[src/rtl/sio_pkg.sv]
// Package: shared constants for the serial data register stage.
// Assumes: error flag order {framing, overrun, parity} is fixed by the clear control.
package sio_pkg;
    localparam int ERR_N   = 3;
    localparam int ERR_PAR = 0;
    localparam int ERR_OVR = 1;
    localparam int ERR_FRM = 2;
    typedef logic [ERR_N-1:0] sio_err_t;
endpackage

[src/rtl/sio_rx_buf.sv]
// Receive buffer: holds one word from the shift register and its full flag.
// Assumes: rd_stb and load are single-cycle strobes; a load arriving with a read is stored.
module sio_rx_buf #(
    parameter int DATA_W = 8
) (
    input  logic              clk,
    input  logic              rst_n,
    input  logic              rd_stb,
    input  logic              load,
    input  logic [DATA_W-1:0] word,
    input  logic              short_mode,
    output logic [DATA_W-1:0] rdata,
    output logic              full,
    output logic              stored,
    output logic              overrun
);
    logic [DATA_W-1:0] buf_q;
    logic              full_q;

    // Decide whether an incoming word fits or collides with an unread one.
    always_comb begin
        stored  = load & (~full_q | rd_stb);
        overrun = load & full_q & ~rd_stb;
    end

    // Capture the word and keep the full flag.
    always_ff @(posedge clk) begin
        if (!rst_n) begin
            buf_q  <= '0;
            full_q <= 1'b0;
        end else begin
            if (stored)
                buf_q <= word;
            if (stored)
                full_q <= 1'b1;
            else if (rd_stb)
                full_q <= 1'b0;
        end
    end

    // Mask the top bit in short mode on the read path.
    generate
        if (DATA_W > 1) begin : g_mask
            always_comb begin
                rdata = buf_q;
                if (short_mode)
                    rdata[DATA_W-1] = 1'b0;
            end
        end else begin : g_nomask
            always_comb rdata = short_mode ? 1'b0 : buf_q;
        end
    endgenerate

    assign full = full_q;
endmodule

[src/rtl/sio_err_flags.sv]
// Error flags: sticky bits set by events, cleared by a write-one mask.
// Assumes: a set and a clear in one cycle leave the flag set.
module sio_err_flags
    import sio_pkg::*;
(
    input  logic     clk,
    input  logic     rst_n,
    input  sio_err_t set,
    input  sio_err_t clr,
    output sio_err_t flags
);
    sio_err_t flags_q;

    generate
        for (genvar i = 0; i < ERR_N; i++) begin : g_flag
            // One sticky flag with set priority over clear.
            always_ff @(posedge clk) begin
                if (!rst_n)
                    flags_q[i] <= 1'b0;
                else if (set[i])
                    flags_q[i] <= 1'b1;
                else if (clr[i])
                    flags_q[i] <= 1'b0;
            end
        end
    endgenerate

    assign flags = flags_q;
endmodule

[src/rtl/sio_tx_buf.sv]
// Transmit buffer: one word offered to the transmitter with valid/ready.
// Assumes: a write while the buffer is waiting and not being taken is dropped.
module sio_tx_buf #(
    parameter int DATA_W = 8
) (
    input  logic              clk,
    input  logic              rst_n,
    input  logic              wr_stb,
    input  logic [DATA_W-1:0] wdata,
    input  logic              ready,
    output logic [DATA_W-1:0] data,
    output logic              valid,
    output logic              empty
);
    logic [DATA_W-1:0] data_q;
    logic              valid_q;
    logic              take;
    logic              accept;

    // Handshake and write acceptance.
    always_comb begin
        take   = valid_q & ready;
        accept = wr_stb & (~valid_q | take);
    end

    // Hold the word until the transmitter takes it.
    always_ff @(posedge clk) begin
        if (!rst_n) begin
            data_q  <= '0;
            valid_q <= 1'b0;
        end else begin
            if (accept)
                data_q <= wdata;
            if (accept)
                valid_q <= 1'b1;
            else if (take)
                valid_q <= 1'b0;
        end
    end

    assign data  = data_q;
    assign valid = valid_q;
    assign empty = ~valid_q;
endmodule

[src/rtl/sio_data_regs.sv]
// Top: data location of a serial port. Reads see the receive word, writes feed the transmit word.
// Assumes: one bus access per cycle; the shift registers supply single-cycle load strobes.
module sio_data_regs
    import sio_pkg::*;
#(
    parameter int DATA_W = 8
) (
    input  logic              clk,
    input  logic              rst_n,
    input  logic              bus_sel,
    input  logic              bus_wr,
    input  logic [DATA_W-1:0] bus_wdata,
    output logic [DATA_W-1:0] bus_rdata,
    input  logic              rx_ie,
    input  logic              rx_len7,
    input  logic [ERR_N-1:0]  err_clr,
    input  logic              rx_load,
    input  logic [DATA_W-1:0] rx_word,
    input  logic              rx_perr,
    input  logic              rx_ferr,
    output logic              rx_full,
    output logic              rx_irq,
    output logic              rx_data_ok,
    output logic              err_par,
    output logic              err_ovr,
    output logic              err_frm,
    output logic [DATA_W-1:0] tx_data,
    input  logic              tx_ready,
    output logic              tx_valid,
    output logic              tx_empty
);
    logic     rd_stb;
    logic     wr_stb;
    logic     stored;
    logic     overrun;
    logic     full_w;
    sio_err_t err_set;
    sio_err_t err_q;
    logic     err_any;

    // Split the shared location into read and write strobes.
    always_comb begin
        rd_stb = bus_sel & ~bus_wr;
        wr_stb = bus_sel &  bus_wr;
    end

    sio_rx_buf #(.DATA_W(DATA_W)) u_rx (
        .clk        (clk),
        .rst_n      (rst_n),
        .rd_stb     (rd_stb),
        .load       (rx_load),
        .word       (rx_word),
        .short_mode (rx_len7),
        .rdata      (bus_rdata),
        .full       (full_w),
        .stored     (stored),
        .overrun    (overrun)
    );

    // Error events: line errors only with a stored word, overrun on a collision.
    always_comb begin
        err_set          = '0;
        err_set[ERR_PAR] = stored & rx_perr;
        err_set[ERR_FRM] = stored & rx_ferr;
        err_set[ERR_OVR] = overrun;
    end

    sio_err_flags u_err (
        .clk   (clk),
        .rst_n (rst_n),
        .set   (err_set),
        .clr   (err_clr),
        .flags (err_q)
    );

    sio_tx_buf #(.DATA_W(DATA_W)) u_tx (
        .clk   (clk),
        .rst_n (rst_n),
        .wr_stb(wr_stb),
        .wdata (bus_wdata),
        .ready (tx_ready),
        .data  (tx_data),
        .valid (tx_valid),
        .empty (tx_empty)
    );

    // Status and interrupt; a pending error keeps the request up after a read.
    always_comb begin
        err_any    = |err_q;
        rx_full    = full_w;
        rx_irq     = rx_ie & (full_w | err_any);
        rx_data_ok = full_w & ~err_any;
        err_par    = err_q[ERR_PAR];
        err_ovr    = err_q[ERR_OVR];
        err_frm    = err_q[ERR_FRM];
    end
endmodule

[config.mk]
export PLATFORM = sky130hd
export DESIGN_NAME = sio_data_regs
export DESIGN_NICKNAME = d
export VERILOG_FILES = /design/src/rtl/sio_pkg.sv /design/src/rtl/sio_rx_buf.sv /design/src/rtl/sio_err_flags.sv /design/src/rtl/sio_tx_buf.sv /design/src/rtl/sio_data_regs.sv
export SDC_FILE = /design/constraint.sdc
export NUM_CORES = 1
export LEC_CHECK = 0
export BUFFER_PORTS_ARGS = -buffer_cell sky130_fd_sc_hd__buf_2
export CORE_MARGIN = 2
export CORE_UTILIZATION = 46
export CTS_CLUSTER_DIAMETER = 100
export DETAILED_ROUTE_END_ITERATION = 7
export HOLD_SLACK_MARGIN = 0.06
export PLACE_DENSITY = 0.94
export REMOVE_ABC_BUFFERS = 1
export SLEW_MARGIN = 40
export SYNTH_ARGS = -nofsm -noshare
export SYNTH_HDL_FRONTEND = slang
export SYNTH_SLANG_ARGS = --single-unit
[constraint.sdc]
create_clock -name clk -period 2.1 [get_ports clk]
set_input_delay 0.105 -clock clk [delete_from_list [all_inputs] [get_ports clk]]
set_output_delay 0.105 -clock clk [all_outputs]
set_load 0.05 [all_outputs]
# [After elaboration in Yosys (flattened, before gate mapping)]
# Index checks and enable logic that the tools add are counted.
[totals] ff_bits=21 out_inout_bits=24 inputBits=29 wordCells=43
[op_classes] mux=11 bitwise=19 n_reduce_logical=6
[ops] cell="$and 1x1->1" count=11
[ops] cell="$mux 1" count=11
[ops] cell="$reduce_bool 2->1" count=5
[ops] cell="$not 1->1" count=5
[ops] cell="$or 1x1->1" count=3
[ops] cell="$reduce_or 3->1" count=1

# [Logic depth before layout (Yosys ltp)]
[logic_depth] depth_word=6 ltp_mapped=4 mapped_depth_nobuf=3

# [Hierarchy]
# Synthesis repeated with hierarchy kept, for this count alone.
[unflattened] cells_unflattened=103 hier_area_um2=987.2
[by_module_without_submodules] module="sio_rx_buf" seq_area_each_um2=180.2 instances=1 area_per_inst_um2=440.4 cells_per_inst=48
[by_module_without_submodules] module="sio_tx_buf" seq_area_each_um2=180.2 instances=1 area_per_inst_um2=377.9 cells_per_inst=40
[by_module_without_submodules] module="sio_err_flags" seq_area_each_um2=60.1 instances=1 area_per_inst_um2=123.9 cells_per_inst=9
[by_module_without_submodules] module="sio_data_regs" seq_area_each_um2=0.0 instances=1 area_per_inst_um2=45.0 cells_per_inst=6

# [Worst setup path after synthesis]
# Ideal clock, no wire load.
[synth_path] path_type="reg-to-output" from="register u_rx.full_q (netlist: u_rx.full)" to="output port rx_data_ok" t_required_ns=1.995 slack_ns=-0.369 n_path_buf=0 path_stages_with_launch=2 arrival_time_ns=2.364 path_cell_list="dfxtp_1 nor4b_1"
[synth_via] elab_chain_len=1
[synth_lines] element="start, declared" line="sio_rx_buf.sv:18" text="logic full_q;"
[synth_lines] element="start signal, assigned" line="sio_rx_buf.sv:30" text="full_q <= 1'b0;"
[synth_lines] element="start signal, assigned" line="sio_rx_buf.sv:35" text="full_q <= 1'b1;"
[synth_lines] element="start signal, assigned" line="sio_rx_buf.sv:37" text="full_q <= 1'b0;"
[synth_lines] element="$and 1x1->1" line="sio_data_regs.sv:92" text="rx_data_ok = full_w & ~err_any;"
[synth_lines] element="end, declared" line="sio_data_regs.sv:23" text="output logic rx_data_ok,"
# No other way between the ends.

# [Worst setup path after layout]
[layout_path] from="register u_err.flags_q[1] (netlist: u_err.flags[1])" to="output port rx_irq"
[layout_via] elab_chain_len=3
[layout_lines] element="start, declared" line="sio_err_flags.sv:12" text="sio_err_t flags_q;"
[layout_lines] element="start signal, assigned by index" line="sio_err_flags.sv:19" text="flags_q[i] <= 1'b0;"
[layout_lines] element="start signal, assigned by index" line="sio_err_flags.sv:21" text="flags_q[i] <= 1'b1;"
[layout_lines] element="start signal, assigned by index" line="sio_err_flags.sv:23" text="flags_q[i] <= 1'b0;"
[layout_lines] element="$reduce_or 3->1" line="sio_data_regs.sv:89" text="err_any = |err_q;"
[layout_lines] element="$or 1x1->1" line="sio_data_regs.sv:91" text="rx_irq = rx_ie & (full_w | err_any);"
[layout_lines] element="$and 1x1->1" line="sio_data_regs.sv:91"
[layout_lines] element="end, declared" line="sio_data_regs.sv:22" text="output logic rx_irq,"
# No other way between the ends.

==> flow_metrics.tcl <==
set metrics [dict create \
    syn_avg_cell_area_um2 9.26 \
    hold_depth 3 \
    cts_buffers 3 \
    cp-end-kind "primary output" \
    firstDrtPassIters 4 \
    clk_pin_slew_ns 0.11 \
    use_met2_pct 36.7 \
    grt_antenna_before_repair 0 \
    avgViaCountPerCell 4.89 \
    finalWeightedCongestion 0.673 \
    layout_worst_path_cycle_share_pct 65.6 \
    grt_pass1_vias 899 \
    power_uw 859 \
    hold_path.class "in -> reg" \
    p_seq_share_pct 50.7 \
    cts_tree "done" \
    drc_errors 0 \
    num_vias 925 \
    status "completed" \
    synth-seq-area-share_pct 44.5 \
    worstRegToRegCells 2 \
    clockBufferDepth 2 \
    tightestPinTransition_ns 0.639 \
    grt_use_met3_pct 4.91 \
    die_width_um 49.3 \
    synth_area_leaders "dfxtp_1 45%, mux2i_1 8.5%, buf_4 7.2%, nand2_1 6.8%, a21boi_1 6.4%" \
    yosysWarningCount 0 \
    final_area_mm2 0.00134 \
    final_util_pct 69.1 \
    r2r_end "u_rx.buf_q[4]" \
    core_area_mm2 0.00194 \
    clock_skew_ns 0.00151 \
    path_class "reg -> out" \
    hold_violations 0 \
    die_h_um 49.3 \
    synth_seq_cells 21 \
    wirelength_um 2240 \
    diodes 0 \
    internal_power_uw 581 \
    grtUsageMet1_pct 19.6 \
    cap_viol_max_count 0 \
    hpwl_um 1500 \
    synth_area_leader_cell "dfxtp_1" \
    synth_top_area_share_pct 44.5 \
    port_buffers 52 \
    route.detailed.wl_per_inst_um 11.8 \
    drive_gt1_share_pct 35.2 \
    drt_iter0_drc 11 \
    synthesis.area_um2 945 \
    htreeDepth 1 \
    switching_share_pct 32.4 \
    ir_drop_uv 473 \
    fmax_mhz 726 \
    cts_root_buffer "clkbuf_4" \
    grt_use_total_pct 18.6 \
    whs_endpoint "u_rx.buf_q[4]" \
    combinationalPowerShare_pct 27.7 \
    rows 16 \
    grt_max_degree 32 \
    cts_resized 0 \
    ant_nets 0 \
    rsz0062_at_grt "no" \
    die-area_mm2 0.00243 \
    mostFrequentLayoutCells "52 x buf_2, 21 x dfxtp_1, 17 x nand2_1, 17 x dlygate4sd3_1" \
    crit_required_ns 2.00 \
    cts_setup_buffers 0 \
    r2r_slack_ns 0.86 \
    grt_remaining_overflow 0 \
    relSlewSlack_pct 57.2 \
    globalRoute.busiestLayer "met2" \
    nNetsFinal 192 \
    grt_pass1_wl_um 3620 \
    cp_max_fo 4 \
    rr_startpoint "u_rx.full" \
    crit_arrival_ns 1.27 \
    area_growth_syn_to_layout_pct 42.1 \
    clockPowerShare_pct 21.7 \
    initial_utilization_pct 48.6 \
    min_from "rx_word[4]" \
    p_sw_uw 278 \
    dpl-instance-area_mm2 0.00115 \
    start_kind "flop" \
    setup_viol 0 \
    syn_inst 102 \
    p_leak_uw 0.000655 \
    maxSlewViolCount 0 \
    pin_count 53 \
    final.min_clock_period_ns 1.38 \
    synth.distinct_cells 24 \
    clock_sinks 21 \
    final_common_cell "buf_2" \
    worstSkewPairLatency_ns 0.29 \
    powerDensity_mw_per_mm2 640 \
]
[routing by layer]
layer	vias up	wire length, um
met1	422	880
li1	461	-
met5	-	0
met2	42	1150
met3	0	207
met4	0	0
[logic make-up after synthesis]
family	synth area share, %
flops	44.5
simple gates	19.3
compound gates	17.1
buf+inv	10.6
mux	8.48
[critical path: stages, from the launching register on]
cell,delay (ns)
dfxtp_1,0.35
o41a_1,0.41
buf_2,0.22
[timing repair]
action                                  in CTS  in global routing
endpoints found under the hold margin       16                  1
hold buffers                                16                  1
endpoints found under the setup margin       0                  0
[synth_stat cells (all sizes together)]
cell and number:
o21ai 8, a31o 2, inv 2, and2 1, a21oi 1, and3b 2
and2b 1, nand3 8, clkbuf 1, a21boi 10, a32oi 1, nor2b 3
nand2b 2, mux2i 8, o41a 1, nor4b 1, dfxtp 21, nand2 17
buf 12
[registers in the layout, summed over array words and instances, names as in the netlist]
| signal | count |
|---|---|
| u_rx.full | 1 |
| u_rx.buf_q | 8 |
| u_err.flags | 3 |
| u_tx.data | 8 |
| u_tx.valid | 1 |
[through the flow]
stage          TNS [ns]  setup slack (ns)  instances  hold slack [ns]
2_1_floorplan    -0.369            -0.369         89            0.233
3_5_place_dp          0             0.855        168            0.345
6_report              0             0.723        189           0.0638
4_1_cts               0             0.709        188           0.0605
5_1_grt               0             0.651        189           0.0605
3_3_place_gp          0             0.933        168            0.329
[power by group through the flow]
stage	registers (uW)	logic [uW]	clock network [uW]
finish	435	237	186
global route	438	252	213
CTS	435	235	195
detailed placement	444	213	0
global placement	443	208	0
floorplan	518	69.1	0
[worst max-delay path by stage]
stage	slack, ns	end	from	cells past startpoint
after floorplan	-0.37	rx_data_ok	u_rx.full	1
after global placement	0.93	u_rx.buf_q[1]	bus_wr	4
after global routing	0.65	rx_irq	u_err.flags[1]	2
after detailed placement	0.85	u_rx.buf_q[5]	u_rx.full	2
final	0.72	rx_irq	u_err.flags[1]	2
after CTS	0.71	rx_irq	u_err.flags[1]	2
[area by class of cell]
| cell class | instances | area, um^2 |
|---|---|---|
| Clock buffer | 4 | 26.3 |
| Fill cell | 165 | 599 |
| Inverter | 2 | 7.51 |
| Multi-Input combinational cell | 66 | 424 |
| Sequential cell | 21 | 420 |
| Tap cell | 27 | 33.8 |
| Timing Repair Buffer | 69 | 430 |
Note: power is estimated with default switching activity, not from simulation.
